==> src/rtl/gaw_pkg.sv <==
package gaw_pkg;
  typedef enum logic [1:0] {
    SP_GLOBAL = 2'd0,
    SP_LOCAL  = 2'd1,
    SP_SHARED = 2'd2
  } space_e;

  localparam logic [2:0] OP_LOAD  = 3'd0;
  localparam logic [2:0] OP_STORE = 3'd1;
  localparam logic [2:0] OP_ATOM  = 3'd2;
  localparam logic [2:0] OP_RED   = 3'd3;
  localparam logic [2:0] OP_CCTL  = 3'd4;
  localparam logic [2:0] OP_LCL   = 3'd5;
  localparam logic [2:0] OP_SHR   = 3'd6;

  localparam logic [7:0] ERR_NONE     = 8'h00;
  localparam logic [7:0] ERR_MISALIGN = 8'h0F;
  localparam logic [7:0] ERR_SPACE    = 8'h10;

  localparam logic [11:0] MTH_LOCAL  = 12'h77C;
  localparam logic [11:0] MTH_SHARED = 12'h214;
  localparam logic [11:0] MTH_STATUS = 12'h048;
endpackage

==> src/rtl/gaw_win_regs.sv <==
module gaw_win_regs
  import gaw_pkg::*;
#(
  parameter int BASE_W = 32,
  parameter int WIN_LOG2 = 24,
  parameter int CFG_AW = 12,
  parameter int ERR_W = 8,
  parameter logic [BASE_W-1:0] LOCAL_RST = 32'hFF00_0000,
  parameter logic [BASE_W-1:0] SHARED_RST = 32'hFE00_0000,
  localparam int TAG_W = BASE_W - WIN_LOG2
) (
  input  logic              clk,
  input  logic              rst,
  input  logic              cfg_wr,
  input  logic [CFG_AW-1:0] cfg_waddr,
  input  logic [BASE_W-1:0] cfg_wdata,
  input  logic [CFG_AW-1:0] cfg_raddr,
  output logic [BASE_W-1:0] cfg_rdata,
  input  logic              acc_valid,
  input  logic [ERR_W-1:0]  acc_err,
  output logic [TAG_W-1:0]  loc_tag,
  output logic [TAG_W-1:0]  shr_tag,
  output logic [ERR_W-1:0]  stat_code,
  output logic              cfg_err
);
  localparam logic [CFG_AW-1:0] A_LOC = CFG_AW'(MTH_LOCAL);
  localparam logic [CFG_AW-1:0] A_SHR = CFG_AW'(MTH_SHARED);
  localparam logic [CFG_AW-1:0] A_STS = CFG_AW'(MTH_STATUS);

  logic aligned, wr_loc, wr_shr, wr_sts, new_err;
  assign aligned = (cfg_wdata[WIN_LOG2-1:0] == '0);
  assign wr_loc  = cfg_wr && (cfg_waddr == A_LOC);
  assign wr_shr  = cfg_wr && (cfg_waddr == A_SHR);
  assign wr_sts  = cfg_wr && (cfg_waddr == A_STS);
  assign new_err = acc_valid && (acc_err != '0);

  always_ff @(posedge clk) begin
    if (rst) begin
      loc_tag <= LOCAL_RST[BASE_W-1:WIN_LOG2];
      shr_tag <= SHARED_RST[BASE_W-1:WIN_LOG2];
    end else begin
      if (wr_loc && aligned) loc_tag <= cfg_wdata[BASE_W-1:WIN_LOG2];
      if (wr_shr && aligned) shr_tag <= cfg_wdata[BASE_W-1:WIN_LOG2];
    end
  end

  // first error wins; a clear write empties the latch
  always_ff @(posedge clk) begin
    if (rst) begin
      stat_code <= '0;
      cfg_err   <= 1'b0;
    end else begin
      if (wr_sts) stat_code <= new_err ? acc_err : '0;
      else if (new_err && stat_code == '0) stat_code <= acc_err;
      if (wr_sts) cfg_err <= 1'b0;
      else if ((wr_loc || wr_shr) && !aligned) cfg_err <= 1'b1;
    end
  end

  always_ff @(posedge clk) begin
    if (rst) cfg_rdata <= '0;
    else begin
      case (cfg_raddr)
        A_LOC:   cfg_rdata <= {loc_tag, {WIN_LOG2{1'b0}}};
        A_SHR:   cfg_rdata <= {shr_tag, {WIN_LOG2{1'b0}}};
        A_STS:   cfg_rdata <= BASE_W'({cfg_err, stat_code});
        default: cfg_rdata <= '0;
      endcase
    end
  end
endmodule

==> src/rtl/gaw_classify.sv <==
module gaw_classify
  import gaw_pkg::*;
#(
  parameter int ADDR_W = 64,
  parameter int BASE_W = 32,
  parameter int WIN_LOG2 = 24,
  parameter int ERR_W = 8,
  localparam int TAG_W = BASE_W - WIN_LOG2,
  localparam int NWIN = 2
) (
  input  logic [ADDR_W-1:0] addr,
  input  logic [2:0]        op,
  input  logic [1:0]        size,
  input  logic              gfx,
  input  logic [TAG_W-1:0]  loc_tag,
  input  logic [TAG_W-1:0]  shr_tag,
  output space_e            space,
  output logic [ADDR_W-1:0] offset,
  output logic [ERR_W-1:0]  err
);
  logic [NWIN-1:0][TAG_W-1:0] tags;
  logic [NWIN-1:0] win_en, hit;
  logic hi_zero;

  assign tags[0] = loc_tag;
  assign tags[1] = shr_tag;
  assign win_en  = {~gfx, 1'b1};
  assign hi_zero = (addr[ADDR_W-1:BASE_W] == '0);

  for (genvar w = 0; w < NWIN; w++) begin : g_win
    assign hit[w] = win_en[w] && hi_zero && (addr[BASE_W-1:WIN_LOG2] == tags[w]);
  end

  logic [ADDR_W-1:0] in_win;
  assign in_win = {{(ADDR_W-WIN_LOG2){1'b0}}, addr[WIN_LOG2-1:0]};

  always_comb begin
    if (op == OP_LCL) begin
      space = SP_LOCAL;   offset = in_win;
    end else if (op == OP_SHR) begin
      space = SP_SHARED;  offset = in_win;
    end else if (hit[0]) begin
      space = SP_LOCAL;   offset = in_win;
    end else if (hit[1]) begin
      space = SP_SHARED;  offset = in_win;
    end else begin
      space = SP_GLOBAL;  offset = addr;
    end
  end

  logic [2:0] amask;
  logic misal, atomic_like;
  always_comb begin
    case (size)
      2'd0:    amask = 3'b000;
      2'd1:    amask = 3'b001;
      2'd2:    amask = 3'b011;
      default: amask = 3'b111;
    endcase
  end
  assign misal       = |(addr[2:0] & amask);
  assign atomic_like = (op == OP_ATOM) || (op == OP_RED);

  always_comb begin
    if (misal) err = ERR_W'(ERR_MISALIGN);
    else if (atomic_like && space != SP_GLOBAL) err = ERR_W'(ERR_SPACE);
    else err = ERR_W'(ERR_NONE);
  end
endmodule

==> src/rtl/gaw_rsp_stage.sv <==
module gaw_rsp_stage
  import gaw_pkg::*;
#(
  parameter int ADDR_W = 64,
  parameter int ERR_W = 8
) (
  input  logic              clk,
  input  logic              rst,
  input  logic              req_valid,
  output logic              req_ready,
  input  space_e            d_space,
  input  logic [ADDR_W-1:0] d_offset,
  input  logic [ERR_W-1:0]  d_err,
  output logic              accept,
  output logic              rsp_valid,
  input  logic              rsp_ready,
  output space_e            rsp_space,
  output logic [ADDR_W-1:0] rsp_offset,
  output logic [ERR_W-1:0]  rsp_err
);
  assign req_ready = !rsp_valid || rsp_ready;
  assign accept    = req_valid && req_ready;

  always_ff @(posedge clk) begin
    if (rst) begin
      rsp_valid  <= 1'b0;
      rsp_space  <= SP_GLOBAL;
      rsp_offset <= '0;
      rsp_err    <= '0;
    end else begin
      if (req_ready) rsp_valid <= req_valid;
      if (accept) begin
        rsp_space  <= d_space;
        rsp_offset <= d_offset;
        rsp_err    <= d_err;
      end
    end
  end
endmodule

==> src/rtl/gaw_decoder.sv <==
module gaw_decoder
  import gaw_pkg::*;
#(
  parameter int ADDR_W = 64,
  parameter int BASE_W = 32,
  parameter int WIN_LOG2 = 24,
  parameter int CFG_AW = 12,
  parameter int ERR_W = 8,
  parameter logic [BASE_W-1:0] LOCAL_RST = 32'hFF00_0000,
  parameter logic [BASE_W-1:0] SHARED_RST = 32'hFE00_0000,
  localparam int TAG_W = BASE_W - WIN_LOG2
) (
  input  logic              clk,
  input  logic              rst,
  input  logic              cfg_wr,
  input  logic [CFG_AW-1:0] cfg_waddr,
  input  logic [BASE_W-1:0] cfg_wdata,
  input  logic [CFG_AW-1:0] cfg_raddr,
  output logic [BASE_W-1:0] cfg_rdata,
  input  logic              req_valid,
  output logic              req_ready,
  input  logic [ADDR_W-1:0] req_addr,
  input  logic [2:0]        req_op,
  input  logic [1:0]        req_size,
  input  logic              req_gfx,
  output logic              rsp_valid,
  input  logic              rsp_ready,
  output logic [1:0]        rsp_space,
  output logic [ADDR_W-1:0] rsp_offset,
  output logic [ERR_W-1:0]  rsp_err
);
  logic [TAG_W-1:0]  loc_tag, shr_tag;
  logic [ERR_W-1:0]  stat_code, d_err;
  logic              cfg_err, accept;
  space_e            d_space, q_space;
  logic [ADDR_W-1:0] d_offset;

  gaw_win_regs #(
    .BASE_W(BASE_W), .WIN_LOG2(WIN_LOG2), .CFG_AW(CFG_AW), .ERR_W(ERR_W),
    .LOCAL_RST(LOCAL_RST), .SHARED_RST(SHARED_RST)
  ) i_regs (
    .clk(clk), .rst(rst), .cfg_wr(cfg_wr), .cfg_waddr(cfg_waddr),
    .cfg_wdata(cfg_wdata), .cfg_raddr(cfg_raddr), .cfg_rdata(cfg_rdata),
    .acc_valid(accept), .acc_err(d_err), .loc_tag(loc_tag), .shr_tag(shr_tag),
    .stat_code(stat_code), .cfg_err(cfg_err)
  );

  gaw_classify #(
    .ADDR_W(ADDR_W), .BASE_W(BASE_W), .WIN_LOG2(WIN_LOG2), .ERR_W(ERR_W)
  ) i_cls (
    .addr(req_addr), .op(req_op), .size(req_size), .gfx(req_gfx),
    .loc_tag(loc_tag), .shr_tag(shr_tag),
    .space(d_space), .offset(d_offset), .err(d_err)
  );

  gaw_rsp_stage #(.ADDR_W(ADDR_W), .ERR_W(ERR_W)) i_out (
    .clk(clk), .rst(rst), .req_valid(req_valid), .req_ready(req_ready),
    .d_space(d_space), .d_offset(d_offset), .d_err(d_err), .accept(accept),
    .rsp_valid(rsp_valid), .rsp_ready(rsp_ready), .rsp_space(q_space),
    .rsp_offset(rsp_offset), .rsp_err(rsp_err)
  );

  assign rsp_space = q_space;
endmodule

==> config.mk <==
export PLATFORM = sky130hd
export DESIGN_NAME = gaw_decoder
export DESIGN_NICKNAME = d
export VERILOG_FILES = /design/src/rtl/gaw_pkg.sv /design/src/rtl/gaw_win_regs.sv /design/src/rtl/gaw_classify.sv /design/src/rtl/gaw_rsp_stage.sv /design/src/rtl/gaw_decoder.sv
export SDC_FILE = /design/constraint.sdc
export NUM_CORES = 1
export LEC_CHECK = 0
export ABC_CLOCK_PERIOD_IN_PS = 2500
export BUFFER_PORTS_ARGS = -buffer_cell sky130_fd_sc_hd__buf_4
export CORE_MARGIN = 1
export CORE_UTILIZATION = 43
export CTS_CLUSTER_SIZE = 10
export DETAILED_ROUTE_END_ITERATION = 8
export PLACE_DENSITY = 0.86
export SLEW_MARGIN = 0
export SYNTH_ARGS = -nofsm -noshare
export SYNTH_HDL_FRONTEND = slang
export SYNTH_SLANG_ARGS = --single-unit
==> constraint.sdc <==
create_clock -name clk -period 2.5 [get_ports clk]
set_input_delay 0.375 -clock clk [delete_from_list [all_inputs] [get_ports clk]]
set_output_delay 0.375 -clock clk [all_outputs]
set_load 0.05 [all_outputs]
==> results of run 1 <==
## path summary, 6_finish.rpt
check                      startpoint  cells after the start                    to
setup / recovery      i_out.rsp_valid                      3             req_ready
hold / removal          cfg_wdata[31]                      2     i_regs.shr_tag[7]
setup reg to reg      i_out.rsp_valid                      5  i_out.rsp_offset[54]
hold reg to reg   i_out.rsp_offset[9]                      2   i_out.rsp_offset[9]
## worst max-delay path: cells and delay by family, from the launching register on
kind	cells	cell delay (ps)
buf+inv	2	340
flops	1	340
simple gates	1	350
## registers in the layout (all words and copies together), names as in the netlist
signal            cells
i_regs.loc_tag        8
i_out.rsp_valid       1
i_regs.cfg_err        1
i_regs.cfg_rdata     11
i_regs.shr_tag        8
i_out.rsp_offset     64
i_out.rsp_space       2
i_out.rsp_err         2
i_regs.stat_code      2
## per-layer routing
metal  up-vias  track usage  part of all wire
met3        18       0.0525             0.061
met2       163        0.414              0.53
met1      1814        0.250              0.39
li1       1868            -                 -
met4         0       0.0746             0.017
met5         -            0                 0
## layout by cell type, fill, tap and decap left out, types with 6 or more instances in the layout
cell type / n
sky130_fd_sc_hd__nor4_1: 15
sky130_fd_sc_hd__nor2_1: 7
sky130_fd_sc_hd__a21oi_1: 29
sky130_fd_sc_hd__nor2b_1: 16
sky130_fd_sc_hd__a22o_1: 49
sky130_fd_sc_hd__nand2_1: 60
sky130_fd_sc_hd__xnor2_1: 15
sky130_fd_sc_hd__a211o_1: 9
sky130_fd_sc_hd__buf_4: 225
sky130_fd_sc_hd__clkbuf_8: 9
sky130_fd_sc_hd__dfxtp_1: 99
sky130_fd_sc_hd__a211o_2: 6
sky130_fd_sc_hd__nand4_1: 8
sky130_fd_sc_hd__conb_1: 21
## cell type report
class | instances | area share
Clock inverter | 7 | 0.00854
Multi-Input combinational cell | 283 | 0.315
Timing Repair Buffer | 226 | 0.292
Clock buffer | 9 | 0.0211
Sequential cell | 99 | 0.338
Tap cell | 111 | 0.0237
Inverter | 4 | 0.00256
## metrics by stage
stage / worst slack (ps) / utilization / cell area (sq um)
floorplan: 412 / - / 4120
global placement: 410 / 0.619 / 5690
detailed placement: 374 / 0.619 / 5690
CTS: 707 / 0.638 / 5860
global route: 657 / 0.638 / 5860
finish: 743 / 0.638 / 5860
## logic make-up after synthesis
family                    count (synthesis)  share of synthesized area
DFF                                      99                      0.490
muxes                                     1                    0.00247
xor gates and xnor gates                 17                     0.0368
and+or+nand+nor                         137                      0.191
other                                     1                   0.000927
buffers and inverters                    49                     0.0742
AOI/OAI and AO/OA                       107                      0.205
## where the power goes
part           switching [mW]  internal [mW]  total (mW)
Sequential             0.0399           1.65        1.69
Combinational           0.522          0.304       0.826
Clock                   0.572          0.372       0.944
Total                    1.13           2.32        3.46
## cells in the mapped netlist, types with 2 or more instances
cell                       number
sky130_fd_sc_hd__nor2b_1       16
sky130_fd_sc_hd__nand4b_1       3
sky130_fd_sc_hd__nor4_2         4
sky130_fd_sc_hd__dfxtp_1       99
sky130_fd_sc_hd__o21ai_0        4
sky130_fd_sc_hd__xnor2_1       15
sky130_fd_sc_hd__nand4_1        8
sky130_fd_sc_hd__and2_1         4
sky130_fd_sc_hd__nor4_1        15
sky130_fd_sc_hd__buf_6          2
sky130_fd_sc_hd__nor3_1         5
sky130_fd_sc_hd__a21oi_1       29
sky130_fd_sc_hd__a22o_1        49
sky130_fd_sc_hd__a21o_1         3
sky130_fd_sc_hd__inv_1          4
sky130_fd_sc_hd__nor2_1         9
sky130_fd_sc_hd__nand3_1        2
sky130_fd_sc_hd__nand2_1       60
sky130_fd_sc_hd__a31oi_1        2
sky130_fd_sc_hd__clkbuf_1      16
sky130_fd_sc_hd__nand3b_1       3
sky130_fd_sc_hd__a211o_2        6
sky130_fd_sc_hd__buf_4         27
sky130_fd_sc_hd__nor4_4         2
sky130_fd_sc_hd__a211o_1        9
sky130_fd_sc_hd__xor2_1         2
==> metrics.yaml, run 1 <==
run_status:
  status: "complete, no violations"
detailed_routing:
  route.detailed.drc: 0
  dr.first_iter.drc_count: 117
  drt_wl_total_mm: 11.2
  vias: 3863
  via_density: 5.23
  detailedRoute.firstPassIterationCount: 4
  routedWlPerCell_um: 15.2
  postRouteAntennaNets: 0
floorplan:
  coreArea_sq_um: 9200
  io-pin-count: 239
  floorplan.die_area_sq_um: 9800
  fp-row-count: 35
  initial_utilization: 0.440
  fp.dieW_um: 99.0
  die-height_um: 99.0
setup_path:
  crit_required_ps: 2120
  critPathArrivalTime_ps: 1380
  crit_path_max_fanout: 3
  path_cells: "nor2b_1, inv_1, buf_4"
  critical-path-slowest-cell: "sky130_fd_sc_hd__nor2b_1"
  path_class: "flip-flop to output port"
  worst_setup_path_end_kind: "output port"
  r2r_setup_slack_ps: 890
  slowest_delay_ps: 350
  worstSetupStartpointType: "flip-flop"
synth:
  synthesis.area_sq_um: 4050
  proportion_of_synthesized_flip_flops_having_asynchronous_set_or_reset: 0
  synth.avg_cell_area_sq_um: 9.85
  synth_edf_count: 0
  yosysSeqAreaShare: 0.490
  synth_cells: 411
  area_share_of_the_leading_cell_type_in_the_synthesized_netlist: 0.490
  synth_top_cells_by_area: "sky130_fd_sc_hd__dfxtp_1 49%, sky130_fd_sc_hd__a22o_1 11%, sky130_fd_sc_hd__nand2_1 5.6%"
  synth.yosys.warnings: 0
  synth.lib_cells_used.distinct: 39
  leading_area_contributor_after_synthesis: "sky130_fd_sc_hd__dfxtp_1"
  synth_ff_type: "sky130_fd_sc_hd__dfxtp_1"
  postSynthRegisterBits: 99
placed_design:
  gpl.final_weighted_congestion: 0.822
  number_of_placed_instances_with_taps_included: 723
  buffer_ports.inserted: 217
  detailed_place_hpwl_mm: 8.94
run:
  drv.max_cap_violation_count: 0
clock_network:
  cts-htree-levels: 3
  tritoncts.num_buffers: 9
  clk_transition_reported_paths_ps: 100
  cts_hold_buffers: 0
  cts.repair_timing.setup_buffer_count: 0
  tritoncts_num_sinks: 99
  cts_resized: 0
  clock_tree_from_tritoncts: "yes"
  cts.path.max_buffers: 2
  clock_tree.root_cell: "sky130_fd_sc_hd__clkbuf_8"
  clk-insertion-delay-late_ps: 360
global_routing:
  grt_use_total: 0.223
  globalRoute.totalOverflow: 0
  first_pass_grt_wire_length_mm: 17.4
  grt_start_max_net_pins: 38
  first_global_vias: 3706
  antenna_found_initial: 0
cells_and_area:
  filler_cell_count: 749
  final_net_count: 754
  layoutNonFillerInstCount: 739
  layout-drive-gt1-share: 0.414
  register_area_sq_um: 1980
  syn2layout_area_growth_pct: 44.9
  antennaDiodeCount: 0
  multiInputGateArea_sq_um: 1840
timing:
  finalCritPeriodShare: 0.703
  max_slew.worst_pin.slew_ps: 1000
  slew_viol_final: 0
  fin_crit_ps: 1760
  hold_slack_ps: 222
  totalNegativeSetupSlack_ps: 0
  finalSetupViolations: 0
  timing.max_slew.rel_slack: 0.325
  timing_hold_violations_final: 0
  final.setup_skew_ps: 11.1
  unrepaired_setup_endpoints_after_global_routing: "no"
  timing.fmax_ghz: 0.569
power:
  cellPowerDensity_nw_per_um2: 590
  static_leakage_nw: 2.66
  fin_total_pwr_mw: 3.46
  vdd_drop_max_mv: 0.355
min_path:
  hold_class: "primary input to flip-flop"
No activity file was read; power rests on OpenSTA's default activity.
==> run 2: changes to the inputs <==
--- a/config.mk
+++ b/config.mk
@@ -5,13 +5,13 @@
 export SDC_FILE = /design/constraint.sdc
 export NUM_CORES = 1
 export LEC_CHECK = 0
-export ABC_CLOCK_PERIOD_IN_PS = 2500
+export ABC_CLOCK_PERIOD_IN_PS = 1600
 export BUFFER_PORTS_ARGS = -buffer_cell sky130_fd_sc_hd__buf_4
 export CORE_MARGIN = 1
-export CORE_UTILIZATION = 43
+export CORE_UTILIZATION = 39
 export CTS_CLUSTER_SIZE = 10
 export DETAILED_ROUTE_END_ITERATION = 8
-export PLACE_DENSITY = 0.86
+export PLACE_DENSITY = 0.83
 export SLEW_MARGIN = 0
 export SYNTH_ARGS = -nofsm -noshare
 export SYNTH_HDL_FRONTEND = slang
==> constraint.sdc (replaced) <==
create_clock -name clk -period 1.6 [get_ports clk]
set_input_delay 0.24 -clock clk [delete_from_list [all_inputs] [get_ports clk]]
set_output_delay 0.24 -clock clk [all_outputs]
set_load 0.05 [all_outputs]
==> metrics.yaml, run 2 (same netlist as run 1, synthesis figures left out) <==
run_status:
  status: "complete, no violations"
timing:
  fin_crit_ps: 1540
  hold_slack_ps: 97.6
  finalCritPeriodShare: 0.965
  slew_viol_final: 0
  timing.final.ws_setup_ps: 55.4
  totalNegativeSetupSlack_ps: 0
  final.setup_skew_ps: 10.3
  unrepaired_setup_endpoints_after_global_routing: "yes"
  finalSetupViolations: 0
  timing.fmax_ghz: 0.647
  timing_hold_violations_final: 0
detailed_routing:
  route.detailed.drc: 0
  drt_wl_total_mm: 11.6
  routedWlPerCell_um: 14.9
  postRouteAntennaNets: 0
  vias: 3892
  via_density: 5.01
  detailedRoute.firstPassIterationCount: 4
  dr.first_iter.drc_count: 173
cells_and_area:
  layout-drive-gt1-share: 0.443
  max_flop_register: "i_out.rsp_offset"
  finish.instance_area_sq_um: 6110
  final_net_count: 771
  utilization: 0.617
  commonest_non_fill_non_tap_cells_in_the_layout: "241 x sky130_fd_sc_hd__buf_4, 96 x sky130_fd_sc_hd__dfxtp_1, 60 x sky130_fd_sc_hd__nand2_1"
  layoutNonFillerInstCount: 777
  syn2layout_area_growth_pct: 51.1
  most_common_library_cell_in_the_layout_ignoring_fill_and_taps: "sky130_fd_sc_hd__buf_4"
  antennaDiodeCount: 0
  filler_cell_count: 837
  largest_register_ff_count: 64
  layout_top_registers: "i_out.rsp_offset x64, i_regs.cfg_rdata x11"
placed_design:
  number_of_placed_instances_with_taps_included: 761
  detailed_place_hpwl_mm: 9.24
  pre_cts_slack_ps: -237
  gpl.final_weighted_congestion: 0.856
  placedInstanceArea_sq_um: 5880
  buffer_ports.inserted: 217
setup_path:
  r2r_setup_slack_ps: 60
  path_class: "flip-flop to flip-flop"
  capture_instance_of_the_worst_register_to_register_path: "i_out.rsp_offset[31]"
  critPathArrivalTime_ps: 1790
  worstSetupStartpointType: "flip-flop"
  crit_required_ps: 1850
  crit-reg2reg-launch: "i_regs.shr_tag[5]"
  crit_path_max_fanout: 8
  count_of_cells_along_the_worst_register_to_register_path: 7
  worst_setup_path_end_kind: "flip-flop"
floorplan:
  fp-row-count: 36
  coreArea_sq_um: 9910
  fp.dieW_um: 104
  die-height_um: 104
  io-pin-count: 239
  initial_utilization: 0.408
  floorplan.die_area_sq_um: 10800
run:
  drv.max_cap_violation_count: 0
clock_network:
  tritoncts.num_buffers: 9
  clock_tree.root_cell: "sky130_fd_sc_hd__clkbuf_8"
  clk-insertion-delay-late_ps: 350
  tritoncts_num_sinks: 99
  cts.path.max_buffers: 2
  cts-htree-levels: 3
  clock_tree_from_tritoncts: "yes"
  cts_hold_buffers: 0
  clk_transition_reported_paths_ps: 90
global_routing:
  grt_start_max_net_pins: 42
  grt_use_total: 0.212
  grt_util_met1: 0.241
  first_pass_grt_wire_length_mm: 18.4
  first_global_vias: 3811
  globalRoute.totalOverflow: 0
  grt_most_used_layer: "met2"
  antenna_found_initial: 0
  global_route.usage.met3: 0.0370
  grt_util_met2: 0.386
power:
  combinationalPowerShare: 0.240
  share_of_power_burned_in_registers: 0.476
  vdd_drop_max_mv: 0.423
  intPower_mw: 3.83
  p_clk_frac: 0.283
  fin_total_pwr_mw: 5.53
  static_leakage_nw: 2.78
  cellPowerDensity_nw_per_um2: 904
  power_switching_mw: 1.70
  netSwitchingFraction: 0.307
min_path:
  min_path_cells: 2
  hold_end: "i_regs.shr_tag[2]"
  timing.hold.worst.start: "cfg_wdata[26]"
  hold_class: "primary input to flip-flop"
[run 2: final cells by class]
class / count / area (sq um) / area share
sequential: 99 / 1990 / 0.325
multi-input combinational: 283 / 1900 / 0.311
timing repair buffer: 243 / 1850 / 0.303
tap: 133 / 166 / 0.0272
clock buffer: 11 / 141 / 0.0231
clock inverter: 4 / 51.3 / 0.00839
inverter: 4 / 15.0 / 0.00246
[run 2: how the worst max path moves through the flow]
stage | start | endpoint | slack [ps] | depth (start not counted)
final | i_regs.shr_tag[5] | i_out.rsp_offset[31] | 60 | 7
after global routing | i_regs.shr_tag[4] | i_out.rsp_offset[27] | -20 | 7
after CTS | i_regs.shr_tag[4] | i_out.rsp_offset[31] | 60 | 6
after detailed placement | cfg_wdata[12] | i_regs.loc_tag[2] | -240 | 7
after global placement | req_addr[32] | i_out.rsp_offset[29] | -210 | 6
after floorplan | cfg_wdata[21] | i_regs.loc_tag[5] | -90 | 6
[run 2: power groups by stage]
stage	registers (mW)	clock network, mW	logic (mW)
3_3_place_gp	2.69	0	1.30
6_report	2.63	1.57	1.33
3_5_place_dp	2.69	0	1.32
5_1_grt	2.65	1.71	1.40
4_1_cts	2.63	1.62	1.32
2_1_floorplan	3.06	0	0.420
[run 2: routing by layer]
metal	up-vias	routed length [um]
li1	1896	-
met4	0	210
met1	1796	4620
met2	180	6070
met5	-	0
met3	20	687
[run 2: repair_timing]
| action | 4_1_cts | 5_1_grt |
|---|---|---|
| setup endpoints to repair | 0 | 11 |
| buffers inserted | 0 | 1 |
| gates resized for setup | 0 | 6 |
[run 2: critical path, cell delays in order (launching register included)]
cell	delay, ps
sky130_fd_sc_hd__dfxtp_1	340
sky130_fd_sc_hd__xnor2_1	210
sky130_fd_sc_hd__nand3_2	100
sky130_fd_sc_hd__nor4_2	230
sky130_fd_sc_hd__buf_4	170
sky130_fd_sc_hd__o21ai_2	50
sky130_fd_sc_hd__buf_4	160
sky130_fd_sc_hd__a22o_1	180
==> run 3: changes to the inputs <==
--- a/config.mk
+++ b/config.mk
@@ -7,7 +7,7 @@
 export LEC_CHECK = 0
 export ABC_CLOCK_PERIOD_IN_PS = 1600
 export BUFFER_PORTS_ARGS = -buffer_cell sky130_fd_sc_hd__buf_4
-export CORE_MARGIN = 1
+export CORE_MARGIN = 2
 export CORE_UTILIZATION = 39
 export CTS_CLUSTER_SIZE = 10
 export DETAILED_ROUTE_END_ITERATION = 8
==> metrics.yaml, run 3 (same netlist as run 1, synthesis figures left out) <==
setup_path:
  critical-path-top-delay-family: "simple AND/OR/NAND/NOR gates"
  worst_setup_path_end_kind: "flip-flop"
  count_of_cells_along_the_worst_register_to_register_path: 6
  crit_start: "cfg_wdata[19]"
  critical-path-slowest-cell: "sky130_fd_sc_hd__nor4_4"
  crit_path_max_fanout: 16
  critical_path_buf_inv_count: 2
  path_cells: "buf_4, nor4_2, nand4_2, nor4_4, buf_12, nor2b_1, a211o_2"
  capture_instance_of_the_worst_register_to_register_path: "i_out.rsp_offset[31]"
  critPathArrivalTime_ps: 1730
  worstSetupStartpointType: "primary input"
  r2r_setup_slack_ps: 120
  crit-reg2reg-launch: "i_regs.shr_tag[4]"
  slowest_delay_ps: 370
  path_class: "primary input to flip-flop"
  crit_required_ps: 1850
timing:
  hold_slack_ps: 98.5
  fin_crit_ps: 1480
  timing_hold_violations_final: 0
  finalSetupViolations: 0
  final.setup_skew_ps: 9.61
  unrepaired_setup_endpoints_after_global_routing: "no"
  finalCritPeriodShare: 0.925
  slew_viol_final: 0
  timing.fmax_ghz: 0.676
floorplan:
  coreArea_sq_um: 10200
  floorplan.die_area_sq_um: 11200
  die-height_um: 106
  fp-row-count: 37
  io-pin-count: 239
  fp.dieW_um: 106
  initial_utilization: 0.397
cells_and_area:
  largest_register_ff_count: 64
  layout-drive-gt1-share: 0.437
  final_net_count: 771
  most_common_library_cell_in_the_layout_ignoring_fill_and_taps: "sky130_fd_sc_hd__buf_4"
  finish.instance_area_sq_um: 6070
  max_flop_register: "i_out.rsp_offset"
  layout_top_registers: "i_out.rsp_offset x64, i_regs.cfg_rdata x11"
  layoutNonFillerInstCount: 781
  commonest_non_fill_non_tap_cells_in_the_layout: "242 x sky130_fd_sc_hd__buf_4, 98 x sky130_fd_sc_hd__dfxtp_1, 60 x sky130_fd_sc_hd__nand2_1"
  antennaDiodeCount: 0
  syn2layout_area_growth_pct: 49.9
power:
  combinationalPowerShare: 0.242
  netSwitchingFraction: 0.313
  static_leakage_nw: 2.77
  intPower_mw: 3.70
  power_switching_mw: 1.69
  cellPowerDensity_nw_per_um2: 888
  p_clk_frac: 0.269
  fin_total_pwr_mw: 5.39
  vdd_drop_max_mv: 0.456
  share_of_power_burned_in_registers: 0.489
detailed_routing:
  vias: 3920
  route.detailed.drc: 0
  dr.first_iter.drc_count: 208
  detailedRoute.firstPassIterationCount: 5
  postRouteAntennaNets: 0
  via_density: 5.02
  routedWlPerCell_um: 14.5
  drt_wl_total_mm: 11.4
placed_design:
  placedInstanceArea_sq_um: 5880
  gpl.final_weighted_congestion: 0.802
  detailed_place_hpwl_mm: 9.22
  number_of_placed_instances_with_taps_included: 765
  buffer_ports.inserted: 217
clock_network:
  clock_tree.root_cell: "sky130_fd_sc_hd__clkbuf_8"
  clock_tree_from_tritoncts: "yes"
  tritoncts.num_buffers: 9
  clk_transition_reported_paths_ps: 90
  cts-htree-levels: 3
  cts.path.max_buffers: 2
  cts.repair_timing.setup_buffer_count: 0
  tritoncts_num_sinks: 99
  clk-insertion-delay-late_ps: 350
run:
  drv.max_cap_violation_count: 0
min_path:
  min_path_cells: 2
  timing.hold.worst.start: "cfg_wdata[30]"
  hold_end: "i_regs.loc_tag[6]"
  hold_class: "primary input to flip-flop"
run_status:
  status: "complete, no violations"
global_routing:
  grt_start_max_net_pins: 33
  globalRoute.totalOverflow: 0
  first_global_vias: 3771
  antenna_found_initial: 0
  first_pass_grt_wire_length_mm: 17.7
  grt_use_total: 0.195
## run 3: worst reg2reg max path, delay by kind of cell (launching register included)
kind	cells	cell delay, ps
AO/OA/AOI/OAI	2	330
XOR/XNOR	1	140
buffers and inverters	1	170
flip-flops	1	400
AND/OR/NAND/NOR	2	330
## run 3: final cells by class
cell class / instances / area, sq um
repair buffers: 243 / 1840
flip-flops and latches: 99 / 1990
inverters: 4 / 15.0
fillers: 883 / 4120
clock inverters: 5 / 26.3
multi-input cells: 283 / 1880
clock buffers: 11 / 151
well taps: 136 / 170
## run 3: how the worst max path moves through the flow
stage / depth (start not counted) / to / slack (ps)
2_1_floorplan: 6 / i_regs.loc_tag[5] / -90
3_3_place_gp: 7 / i_regs.loc_tag[3] / -190
3_5_place_dp: 7 / i_regs.loc_tag[4] / -290
4_1_cts: 6 / i_out.rsp_offset[31] / 90
5_1_grt: 7 / i_regs.shr_tag[3] / 10
6_report: 7 / i_regs.loc_tag[4] / 120
## run 3: power by group through the flow
stage / clock [mW] / sequential [mW] / combinational, mW
floorplan: 0 / 3.06 / 0.420
global placement: 0 / 2.69 / 1.29
detailed placement: 0 / 2.69 / 1.30
CTS: 1.51 / 2.64 / 1.31
global route: 1.61 / 2.65 / 1.37
finish: 1.45 / 2.64 / 1.30
## run 3: per-stage QoR
step	TNS [ps]	worst slack, ps	utilization
global placement	-5820	-194	0.578
detailed placement	-7400	-288	0.578
CTS	0	89.6	0.595
finish	0	120	0.596
floorplan	-201	-90.3	-
global route	0	14.3	0.596
## run 3: repair_timing
| item | CTS | global route |
|---|---|---|
| endpoints found under the setup margin | 0 | 2 |
| resized for setup | 0 | 1 |
| hold buffers | 0 | 0 |
## run 3: metal layers
| layer | GRT usage | wire (um) | share of wire | vias up |
|---|---|---|---|---|
| met3 | 0.0414 | 858 | 0.076 | 14 |
| met4 | 0.0752 | 204 | 0.018 | 0 |
| met1 | 0.228 | 4420 | 0.39 | 1831 |
| li1 | - | - | - | 1907 |
| met5 | 0 | 0 | 0 | - |
| met2 | 0.348 | 5880 | 0.52 | 168 |
